<file path="src/rtl/gpio_regbank_pkg.sv">
package gpio_regbank_pkg;
  localparam int unsigned DW = 32;
  localparam int unsigned AW = 12;

  localparam logic [AW-1:0] OFS_OUT    = 12'h504;
  localparam logic [AW-1:0] OFS_OUTSET = 12'h508;
  localparam logic [AW-1:0] OFS_OUTCLR = 12'h50C;
  localparam logic [AW-1:0] OFS_IN     = 12'h510;
  localparam logic [AW-1:0] OFS_DIR    = 12'h514;
  localparam logic [AW-1:0] OFS_DIRSET = 12'h518;
  localparam logic [AW-1:0] OFS_DIRCLR = 12'h51C;
  localparam logic [AW-1:0] OFS_CFG    = 12'h700;

  localparam logic [DW-1:0] CFG_RESET  = 32'h0000_0002;

  typedef enum logic [3:0] {
    ACC_NONE,
    ACC_OUT,
    ACC_OUTSET,
    ACC_OUTCLR,
    ACC_IN,
    ACC_DIR,
    ACC_DIRSET,
    ACC_DIRCLR,
    ACC_CFG
  } acc_e;
endpackage

</file>
<file path="src/rtl/gpio_addr_decode.sv">
module gpio_addr_decode
  import gpio_regbank_pkg::*;
#(
  parameter int unsigned NPINS = 32,
  localparam int unsigned IDXW = (NPINS > 1) ? $clog2(NPINS) : 1
) (
  input  logic [AW-1:0]   addr_i,
  output acc_e            acc_o,
  output logic [IDXW-1:0] idx_o
);
  localparam logic [AW-1:0] CFG_END = OFS_CFG + AW'(4 * NPINS);

  // the config base is aligned to the config span, so the index is a plain bit slice
  assign idx_o = addr_i[2 +: IDXW];

  always_comb begin
    acc_o = ACC_NONE;
    if (addr_i[1:0] == 2'b00) begin
      unique case (addr_i)
        OFS_OUT:    acc_o = ACC_OUT;
        OFS_OUTSET: acc_o = ACC_OUTSET;
        OFS_OUTCLR: acc_o = ACC_OUTCLR;
        OFS_IN:     acc_o = ACC_IN;
        OFS_DIR:    acc_o = ACC_DIR;
        OFS_DIRSET: acc_o = ACC_DIRSET;
        OFS_DIRCLR: acc_o = ACC_DIRCLR;
        default: begin
          if (addr_i >= OFS_CFG && addr_i < CFG_END) acc_o = ACC_CFG;
        end
      endcase
    end
  end
endmodule

</file>
<file path="src/rtl/gpio_cfg_bank.sv">
module gpio_cfg_bank
  import gpio_regbank_pkg::*;
#(
  parameter int unsigned NPINS = 32,
  localparam int unsigned IDXW = (NPINS > 1) ? $clog2(NPINS) : 1,
  localparam int unsigned HW = DW - 1
) (
  input  logic              clk_i,
  input  logic              rst_ni,
  input  logic              wr_en_i,
  input  logic [IDXW-1:0]   wr_idx_i,
  input  logic [HW-1:0]     wr_data_i,
  output logic [NPINS*HW-1:0] hi_o
);
  // bits [31:1] per pin; bit 0 is the shared direction bit held in the top
  for (genvar i = 0; i < NPINS; i++) begin : g_pin
    logic [HW-1:0] hi_q;
    always_ff @(posedge clk_i or negedge rst_ni) begin
      if (!rst_ni)                                  hi_q <= CFG_RESET[DW-1:1];
      else if (wr_en_i && wr_idx_i == IDXW'(i))     hi_q <= wr_data_i;
    end
    assign hi_o[i*HW +: HW] = hi_q;
  end

  assert_cfg_hold_R6: assert property (@(posedge clk_i) disable iff (!rst_ni)
    !wr_en_i |=> $stable(hi_o));
endmodule

</file>
<file path="src/rtl/gpio_regbank.sv">
module gpio_regbank
  import gpio_regbank_pkg::*;
#(
  parameter int unsigned NPINS = 32,
  localparam int unsigned IDXW = (NPINS > 1) ? $clog2(NPINS) : 1,
  localparam int unsigned HW = DW - 1
) (
  input  logic                 clk_i,
  input  logic                 rst_ni,
  input  logic                 req_valid_i,
  output logic                 req_ready_o,
  input  logic                 req_write_i,
  input  logic [AW-1:0]        req_addr_i,
  input  logic [DW-1:0]        req_wdata_i,
  output logic [DW-1:0]        rsp_rdata_o,
  output logic                 rsp_err_o,
  output logic [NPINS-1:0]     pad_out_o,
  output logic [NPINS-1:0]     pad_dir_o,
  output logic [NPINS*DW-1:0]  pad_cfg_o,
  input  logic [NPINS-1:0]     pad_in_i
);
  acc_e              acc;
  logic [IDXW-1:0]   idx;
  logic              wr, rd;
  logic [NPINS-1:0]  out_q, out_d, dir_q, dir_d, in_q;
  logic [NPINS-1:0]  wd;
  logic [NPINS*HW-1:0] cfg_hi;
  logic [DW-1:0]     rd_val, rdata_q;
  logic              err_q;

  assign req_ready_o = 1'b1;
  assign wr = req_valid_i && req_write_i;
  assign rd = req_valid_i && !req_write_i;
  assign wd = req_wdata_i[NPINS-1:0];

  gpio_addr_decode #(.NPINS(NPINS)) u_dec (
    .addr_i (req_addr_i),
    .acc_o  (acc),
    .idx_o  (idx)
  );

  gpio_cfg_bank #(.NPINS(NPINS)) u_cfg (
    .clk_i     (clk_i),
    .rst_ni    (rst_ni),
    .wr_en_i   (wr && acc == ACC_CFG),
    .wr_idx_i  (idx),
    .wr_data_i (req_wdata_i[DW-1:1]),
    .hi_o      (cfg_hi)
  );

  always_comb begin
    out_d = out_q;
    dir_d = dir_q;
    if (wr) begin
      unique case (acc)
        ACC_OUT:    out_d = wd;
        ACC_OUTSET: out_d = out_q | wd;
        ACC_OUTCLR: out_d = out_q & ~wd;
        ACC_DIR:    dir_d = wd;
        ACC_DIRSET: dir_d = dir_q | wd;
        ACC_DIRCLR: dir_d = dir_q & ~wd;
        ACC_CFG:    dir_d[idx] = req_wdata_i[0];
        default: ;
      endcase
    end
  end

  always_comb begin
    rd_val = '0;
    unique case (acc)
      ACC_OUT, ACC_OUTSET, ACC_OUTCLR: rd_val = DW'(out_q);
      ACC_DIR, ACC_DIRSET, ACC_DIRCLR: rd_val = DW'(dir_q);
      ACC_IN:                          rd_val = DW'(in_q);
      ACC_CFG:                         rd_val = {cfg_hi[idx*HW +: HW], dir_q[idx]};
      default:                         rd_val = '0;
    endcase
  end

  always_ff @(posedge clk_i or negedge rst_ni) begin
    if (!rst_ni) begin
      out_q   <= '0;
      dir_q   <= '0;
      in_q    <= '0;
      rdata_q <= '0;
      err_q   <= 1'b0;
    end else begin
      out_q <= out_d;
      dir_q <= dir_d;
      in_q  <= pad_in_i;
      err_q <= req_valid_i && acc == ACC_NONE;
      if (rd) rdata_q <= rd_val;
    end
  end

  assign rsp_rdata_o = rdata_q;
  assign rsp_err_o   = err_q;
  assign pad_out_o   = out_q;
  assign pad_dir_o   = dir_q;

  for (genvar i = 0; i < NPINS; i++) begin : g_cfg_out
    assign pad_cfg_o[i*DW +: DW] = {cfg_hi[i*HW +: HW], dir_q[i]};
  end

  assert_outset_R3: assert property (@(posedge clk_i) disable iff (!rst_ni)
    (wr && acc == ACC_OUTSET) |=> pad_out_o == ($past(pad_out_o) | $past(wd)));
  assert_outclr_R3: assert property (@(posedge clk_i) disable iff (!rst_ni)
    (wr && acc == ACC_OUTCLR) |=> pad_out_o == ($past(pad_out_o) & ~$past(wd)));
  assert_cfg_dir_mirror_R7: assert property (@(posedge clk_i) disable iff (!rst_ni)
    (wr && acc == ACC_CFG) |=> pad_dir_o[$past(idx)] == $past(req_wdata_i[0]));
  assert_bad_write_stable_R9: assert property (@(posedge clk_i) disable iff (!rst_ni)
    (wr && acc == ACC_NONE) |=> ($stable(pad_out_o) && $stable(pad_dir_o) && $stable(pad_cfg_o)));
  assert_bad_read_zero_R9: assert property (@(posedge clk_i) disable iff (!rst_ni)
    (rd && acc == ACC_NONE) |=> (rsp_err_o && rsp_rdata_o == '0));
  assert_err_source_R10: assert property (@(posedge clk_i) disable iff (!rst_ni)
    !req_valid_i |=> !rsp_err_o);
endmodule

</file>
<file path="config.mk">
export PLATFORM = sky130hd
export DESIGN_NAME = gpio_regbank
export DESIGN_NICKNAME = d
export VERILOG_FILES = /design/src/rtl/gpio_regbank_pkg.sv /design/src/rtl/gpio_addr_decode.sv /design/src/rtl/gpio_cfg_bank.sv /design/src/rtl/gpio_regbank.sv
export SDC_FILE = /design/constraint.sdc
export NUM_CORES = 2
export LEC_CHECK = 0
export CAP_MARGIN = 40
export CORE_AREA = 2 2 463 465
export DETAILED_ROUTE_END_ITERATION = 7
export DIE_AREA = 0 0 465 467
export HOLD_SLACK_MARGIN = 0.1
export PLACE_DENSITY = 0.56
export SETUP_SLACK_MARGIN = 0.05
export SLEW_MARGIN = 20
export SYNTH_ARGS = -nofsm -noshare
export SYNTH_HDL_FRONTEND = slang
export SYNTH_HIERARCHICAL = 1
export SYNTH_SLANG_ARGS = --single-unit
export TNS_END_PERCENT = 20
</file>
<file path="constraint.sdc">
create_clock -name clk_i -period 1.8 [get_ports clk_i]
set_clock_uncertainty 0.15 [all_clocks]
set_input_delay 0.36 -clock clk_i [delete_from_list [all_inputs] [get_ports clk_i]]
set_output_delay 0.36 -clock clk_i [all_outputs]
set_load 0.02 [all_outputs]
</file>
After elaboration in Yosys (flattened, before gate mapping)
Cells that the tools add are included.
{ "totals": {"reg_bits": 1121, "input_bits": 80, "out_inout_bits": 1122, "wordCells": 153} }
{ "op_classes": {"n_mul": 1, "order_cmp": 4, "n_eq_ne": 46, "shifts": 1, "n_mux": 11, "n_bitwise": 5, "n_reduce_logical": 48} }
{ "op_table": {"columns": ["cell", "n"], "rows": [
  ["variable part select 992 x 11 -> 31 bit", 1],
  ["case mux 32 bit (4 select lines)", 2],
  ["case mux 32 bit (3 select lines)", 1],
  ["== test 12 x 11 -> 1 bit, second input constant", 7],
  ["== test 5 bit, second input constant", 16],
  ["bitwise AND 32 bit", 2],
  ["OR 32 bit", 2],
  ["== test 5 x 4 -> 1 bit, second input constant", 8],
  ["logical AND 1 bit", 38],
  ["bitwise mux 32 bit", 1],
  ["inverter 32 bit", 1],
  ["case mux 4 bit (7 select lines)", 1],
  ["== test 5 x 3 -> 1 bit, second input constant", 4],
  ["== test 4 x 3 -> 1 bit, second input constant", 4],
  ["greater-or-equal comparator 12 x 11 -> 1 bit, second input constant", 1],
  ["less-than comparator 12 x 11 -> 1 bit, second input constant", 1],
  ["== test 5 x 2 -> 1 bit, second input constant", 2],
  ["multiplier 5 x 5 -> 10 bit, second input constant", 1],
  ["== test 4 x 2 -> 1 bit, second input constant", 2],
  ["2-to-1 mux 4 bit", 2],
  ["less-than comparator 5 x 6 -> 1 bit, second input constant", 1],
  ["OR reduction 3 bit", 2],
  ["binary-select mux 1 bit (select 5 bit)", 1],
  ["demux 1 bit (select 5 bit)", 1],
  ["other kinds (12)", 14]
]} }

Logic depth before layout (Yosys ltp)
{ "depth": {"depth_word": 8, "ltp_mapped": 11, "depth_no_buf": 8} }

By module
The synthesis kept the hierarchy.
{ "modules_own_cells": {"columns": ["mod", "n_inst", "cells_each", "area_each_um2", "seq_area_each_um2"], "rows": [
  ["gpio_cfg_bank", 1, 2224, 37534.7, 24863.8],
  ["gpio_regbank", 1, 1671, 14944.3, 3228.1],
  ["gpio_addr_decode", 1, 15, 131.4, 0.0]
]} }

Least setup slack after synthesis
OpenSTA, ideal clock, no wires.
{ "synth_timing": {"kind": "input to register", "start": "input port req_addr_i[1]", "end": "register u_cfg.g_pin[12].hi_q[10]", "setup_ps": 125, "arrival_ps": 3040, "required_time_ps": 1525, "setup_slack_ps": -1515, "stages": 10, "path_buffers": 3, "path_cell_list": "or4b_4 -> nor3_2 -> nand2_1 -> clkbuf_1 -> nor2_1 -> nand4b_1 -> or3_1 -> buf_2 -> buf_6 -> mux2_4"} }
{ "synth_via": {"elab_chain_len": 8, "elab_cells_between_ends": 17, "cone_classes": "order compare: 2; eq/ne: 8; mux: 3; reduce/logical: 4"} }
{ "synth_lines": {"columns": ["item", "line_no", "source"], "rows": [
  ["from (decl)", "gpio_regbank.sv:13", "input logic [AW-1:0] req_addr_i,"],
  ["greater-or-equal comparator 12 x 11 -> 1 bit or less-than comparator 12 x 11 -> 1 bit (tied branches)", "gpio_addr_decode.sv:28", "if (addr_i >= OFS_CFG && addr_i < CFG_END) acc_o = ACC_CFG;"],
  ["logical AND 1 bit", "gpio_addr_decode.sv:28", null],
  ["2-to-1 mux 4 bit", "gpio_addr_decode.sv:28", null],
  ["case mux 4 bit (7 select lines)", "gpio_addr_decode.sv:19", "unique case (addr_i)"],
  ["2-to-1 mux 4 bit *", "gpio_addr_decode.sv:18", "if (addr_i[1:0] == 2'b00) begin"],
  ["named net acc[3]", "gpio_regbank.sv:22", "acc_e acc;"],
  ["== test 4 bit *", "gpio_regbank.sv:45", ".wr_en_i (wr && acc == ACC_CFG),"],
  ["logical AND 1 bit *", "gpio_regbank.sv:45", null],
  ["logical AND 1 bit *", "gpio_cfg_bank.sv:20", "else if (wr_en_i && wr_idx_i == IDXW'(i)) hi_q <= wr_data_i;"],
  ["to (signal assigned)", "gpio_cfg_bank.sv:19", "if (!rst_ni) hi_q <= CFG_RESET[DW-1:1];"],
  ["to (signal assigned)", "gpio_cfg_bank.sv:20", null],
  ["to (decl)", "gpio_cfg_bank.sv:17", "logic [HW-1:0] hi_q;"]
]} }
The timed path passes the listed nets; every way through them passes the cells marked *.
A chain may end at the register's enable or synchronous reset.

Final worst setup path
{ "layout_timing": {"start": "input port req_addr_i[1]", "end": "register u_cfg.g_pin[28].hi_q[26]"} }
{ "layout_via": {"elab_chain_len": 8, "elab_cells_between_ends": 17, "cone_classes": "order compare: 2; eq/ne: 8; mux: 3; reduce/logical: 4"} }
{ "layout_lines": {"columns": ["item", "line_no"], "rows": [
  ["greater-or-equal comparator 12 x 11 -> 1 bit or less-than comparator 12 x 11 -> 1 bit (tied branches)", "gpio_addr_decode.sv:28"],
  ["logical AND 1 bit", "gpio_addr_decode.sv:28"],
  ["2-to-1 mux 4 bit", "gpio_addr_decode.sv:28"],
  ["case mux 4 bit (7 select lines)", "gpio_addr_decode.sv:19"],
  ["2-to-1 mux 4 bit *", "gpio_addr_decode.sv:18"],
  ["named net acc[3]", "gpio_regbank.sv:22"],
  ["== test 4 bit *", "gpio_regbank.sv:45"],
  ["logical AND 1 bit *", "gpio_regbank.sv:45"],
  ["logical AND 1 bit *", "gpio_cfg_bank.sv:20"],
  ["to (signal assigned)", "gpio_cfg_bank.sv:19"],
  ["to (signal assigned)", "gpio_cfg_bank.sv:20"],
  ["to (decl)", "gpio_cfg_bank.sv:17"]
]} }
Marked as above.

==> key figures <==
Synth
  – Area contributors post-synth: dfrtp_1, mux2_2, mux2i_1
  – EDFF count, synth: 0
  – Synth top area share: 0.518
  – Average cell area after synthesis: 13.5 um2
  – Synth Register Bits: 1121
  – Synth Area in Compound Gates: 0.0587
  – Synth Area in Adders: 0
  – Post-synthesis mux area share: 0.329
  – Synthesized area: 52600 um2
  – Synth Warn #: 6
  – Prevailing post-synth register cell: dfrtp_1
  – Post-synthesis simple-gate area fraction: 0.0376
  – Ys async rst share: 1.00
  – Post-synthesis xor/xnor area fraction: 0
  – Yosys cell types: 49
  – Largest family of logic cells by synthesized area: multiplexers
  – Top cell type by total area after synthesis: dfrtp_1
  – Synthesized instance count: 3910
  – Sequential area share after synthesis: 0.534
  – Syn Nets: 3990

Global route
  – Final global-route overflow total: 0
  – Gr usage total: 0.291
  – First-pass GRT wire length: 431000 um
  – Largest net degree at the start of global routing: 91
  – Initial antenna violation count: 21
  – Vias in the first global route: 48200

Routing
  – Max layer used: met4
  – DRT iter0 DRCs: 3651
  – Routed metal-1 wirelength: 136000 um
  – DRT antenna net count: 0
  – Avg Vias per Cell: 4.97
  – DR WL/cell: 35.2 um
  – Vias: 47100
  – Pre-antenna DRT Iters: 5
  – Remaining DRCs: 0
  – Drt total wl: 333000 um
  – Met3 wire len: 26400 um
  – Routed met2 length: 154000 um

Place
  – I/O Buffers: 1200
  – Dpl cells: 8997
  – Hpwl dp: 245000 um
  – Area after DPL: 81000 um2
  – GPL Wtd Cong: 0.912

STA
  – Post-route setup slack: -0.721 ns
  – Final period utilization: 1.40
  – FMAX: 397 MHz
  – Hold slack: 0.166 ns
  – Final min period: 2.52 ns
  – Worst-Margin Slew: 0.606 ns
  – Slew HR: 0.584
  – # setup viols final: 2209
  – RSZ-0062 raised after global routing: true
  – Slew Viols, Final: 0
  – Final Hold Fails: 0

Power
  – NetSw: 0.0152 W
  – Combinational power share: 0.075
  – Clk pwr share: 0.498
  – Sw frac: 0.256
  – Flop pwr share: 0.426
  – P_int: 0.0444 W
  – VDD IR max: 0.980 mV
  – Pleak: 46.7 nW
  – PwrDens: 658 nW/um2

Worst hold path
  – Hold Crit Class: in -> reg

Floorplanning
  – Die X: 465 um
  – # rows: 169
  – IO Pins: 1202
  – Die area: 217000 um2
  – Core ar.: 212000 um2
  – Initial core utilization: 0.249
  – Die H: 467 um

Cells and area
  – Fin util: 0.428
  – Final cell count without fillers: 9479
  – FILL cells: 19800
  – Area grow syn2layout: 72.3%
  – Most frequent cells in the layout: buf_4, dfrtp_1, mux2_2, dlygate4sd2_1, mux2i_1
  – Share of cells above drive strength 1: 0.524
  – Commonest non-fill, non-tap cell in the layout: buf_4
  – Net count, final: 6610
  – Final Cell Area: 90700 um2

CTS
  – Maximum root-to-sink buffer count: 3
  – Root buf cell: clkbuf_16
  – CTS clk-pin slew, worst paths: 0.06 ns
  – Sink Count: 1121
  – CTS buffer count: 141
  – CTS tree: done
  – H-tree Lvls: 4
  – Clk Latency, worst-skew pair: 0.82 ns

Critical path
  – CP startpoint kind: input port
  – Setup CP Type: in -> reg
  – Critical path endpoint category: flip-flop
  – Worst Path Max Fanout: 23
  – Worst Path Arrival: 3.07 ns
  – Critical Path RT: 2.35 ns

Run status
  – Outcome: finished, violations left
  – Failing checks: negative setup slack

Job
  – Max cap viols: 0
-- timing repair --
item | 4_1_cts | 5_1_grt
hold endpoints to repair | 1724 | 0
hold buffers | 60 | 0
gates cloned | 27 | 18
endpoints found under the setup margin | 2210 | 2210
resized for setup | 937 | 1442
pin swaps | 59 | 17
buffers inserted | 54 | 67
-- registers in the layout (all words and copies together) (netlist names) --
register,cells
u_cfg/g_pin.hi_q,992
pad_out_o,32
rsp_err_o,1
pad_dir_o,32
in_q,32
rsp_rdata_o,32
-- worst max-delay path: stages --
cell and delay (ns):
buf_6 0.09, or4b_4 0.59, nor3_4 0.22, nand2_2 0.11, nor2_4 0.20, buf_4 0.16
buf_6 0.08, nand4_1 0.11, buf_4 0.16, nor3_4 0.21, clkbuf_16 0.34, mux2_2 0.37
-- stage by stage --
stage / power [W] / TNS, ns / worst slack (ns)
floorplan: 0.0273 / -1192.89 / -1.25
global placement: 0.0301 / -1786.14 / -2.07
detailed placement: 0.0301 / -1776.36 / -2.09
CTS: 0.0601 / -1044.58 / -0.647
global route: 0.0613 / -1082.25 / -0.750
finish: 0.0596 / -1007.82 / -0.721
-- logic make-up (layout without fill, tap and decap cells) --
logic type / count (synthesis) / in the layout
flops: 1121 / 1121
simple gates: 344 / 344
mux: 1567 / 1567
buf+inv: 413 / 3146
other cells: 1 / 16
compound gates: 464 / 464
-- final timing paths --
path,from,endpoint,slack (ns),depth (start not counted)
max in group asynchronous,rst_ni,u_cfg/g_pin[23].hi_q[25],0.31,4
worst min-delay path,req_valid_i,rsp_err_o,0.17,2
worst max-delay path,req_addr_i[1],u_cfg/g_pin[28].hi_q[26],-0.72,12
worst max register to register,pad_dir_o[30],rsp_rdata_o[0],-0.50,5
min in group asynchronous,rst_ni,u_cfg/g_pin[26].hi_q[0],0.18,2
worst min register to register,rsp_rdata_o[9],rsp_rdata_o[9],0.37,1
-- per-layer routing --
metal	global-route usage	up-vias
li1	-	19800
met4	0.123	0
met3	0.0786	518
met2	0.472	2153
met1	0.363	24700
met5	0	-
-- cell type report --
cell class              instances  area, um2  area share
clock buffers                 205       4080      0.0450
flip-flops and latches       1121      28100       0.310
clock inverters                51        739     0.00816
inverters                       1       3.75   0.0000414
multi-input cells            2376      24200       0.266
diodes                         15       37.5    0.000414
repair buffers               2889      30000       0.331
well taps                    2821       3530      0.0389
-- synthesized netlist by cell type, drive strengths merged, types with 2 or more instances --
master      n
nand2b      6
mux2     1024
a21oi      33
nor2       62
nand4b      7
nand3      10
or4b        8
dfstp      32
nor4       65
a221o      52
nor2b       5
nand4       2
dfrtp    1089
nand3b      3
nand4bb     6
and4bb      3
o21ai      75
nand2      93
mux2i     543
or4         2
nor3       11
or3         4
nor3b      55
buf       280
a22o       43
clkbuf    132
o22ai     256
-- power groups by stage --
| stage | registers, W | logic, W | clock network (W) |
|---|---|---|---|
| final | 0.0254 | 0.00449 | 0.0297 |
| after floorplan | 0.0260 | 0.00128 | 0 |
| after detailed placement | 0.0259 | 0.00424 | 0 |
| after global placement | 0.0259 | 0.00422 | 0 |
| after global routing | 0.0254 | 0.00469 | 0.0312 |
| after CTS | 0.0254 | 0.00445 | 0.0302 |
No activity file was read; power rests on OpenSTA's default activity.
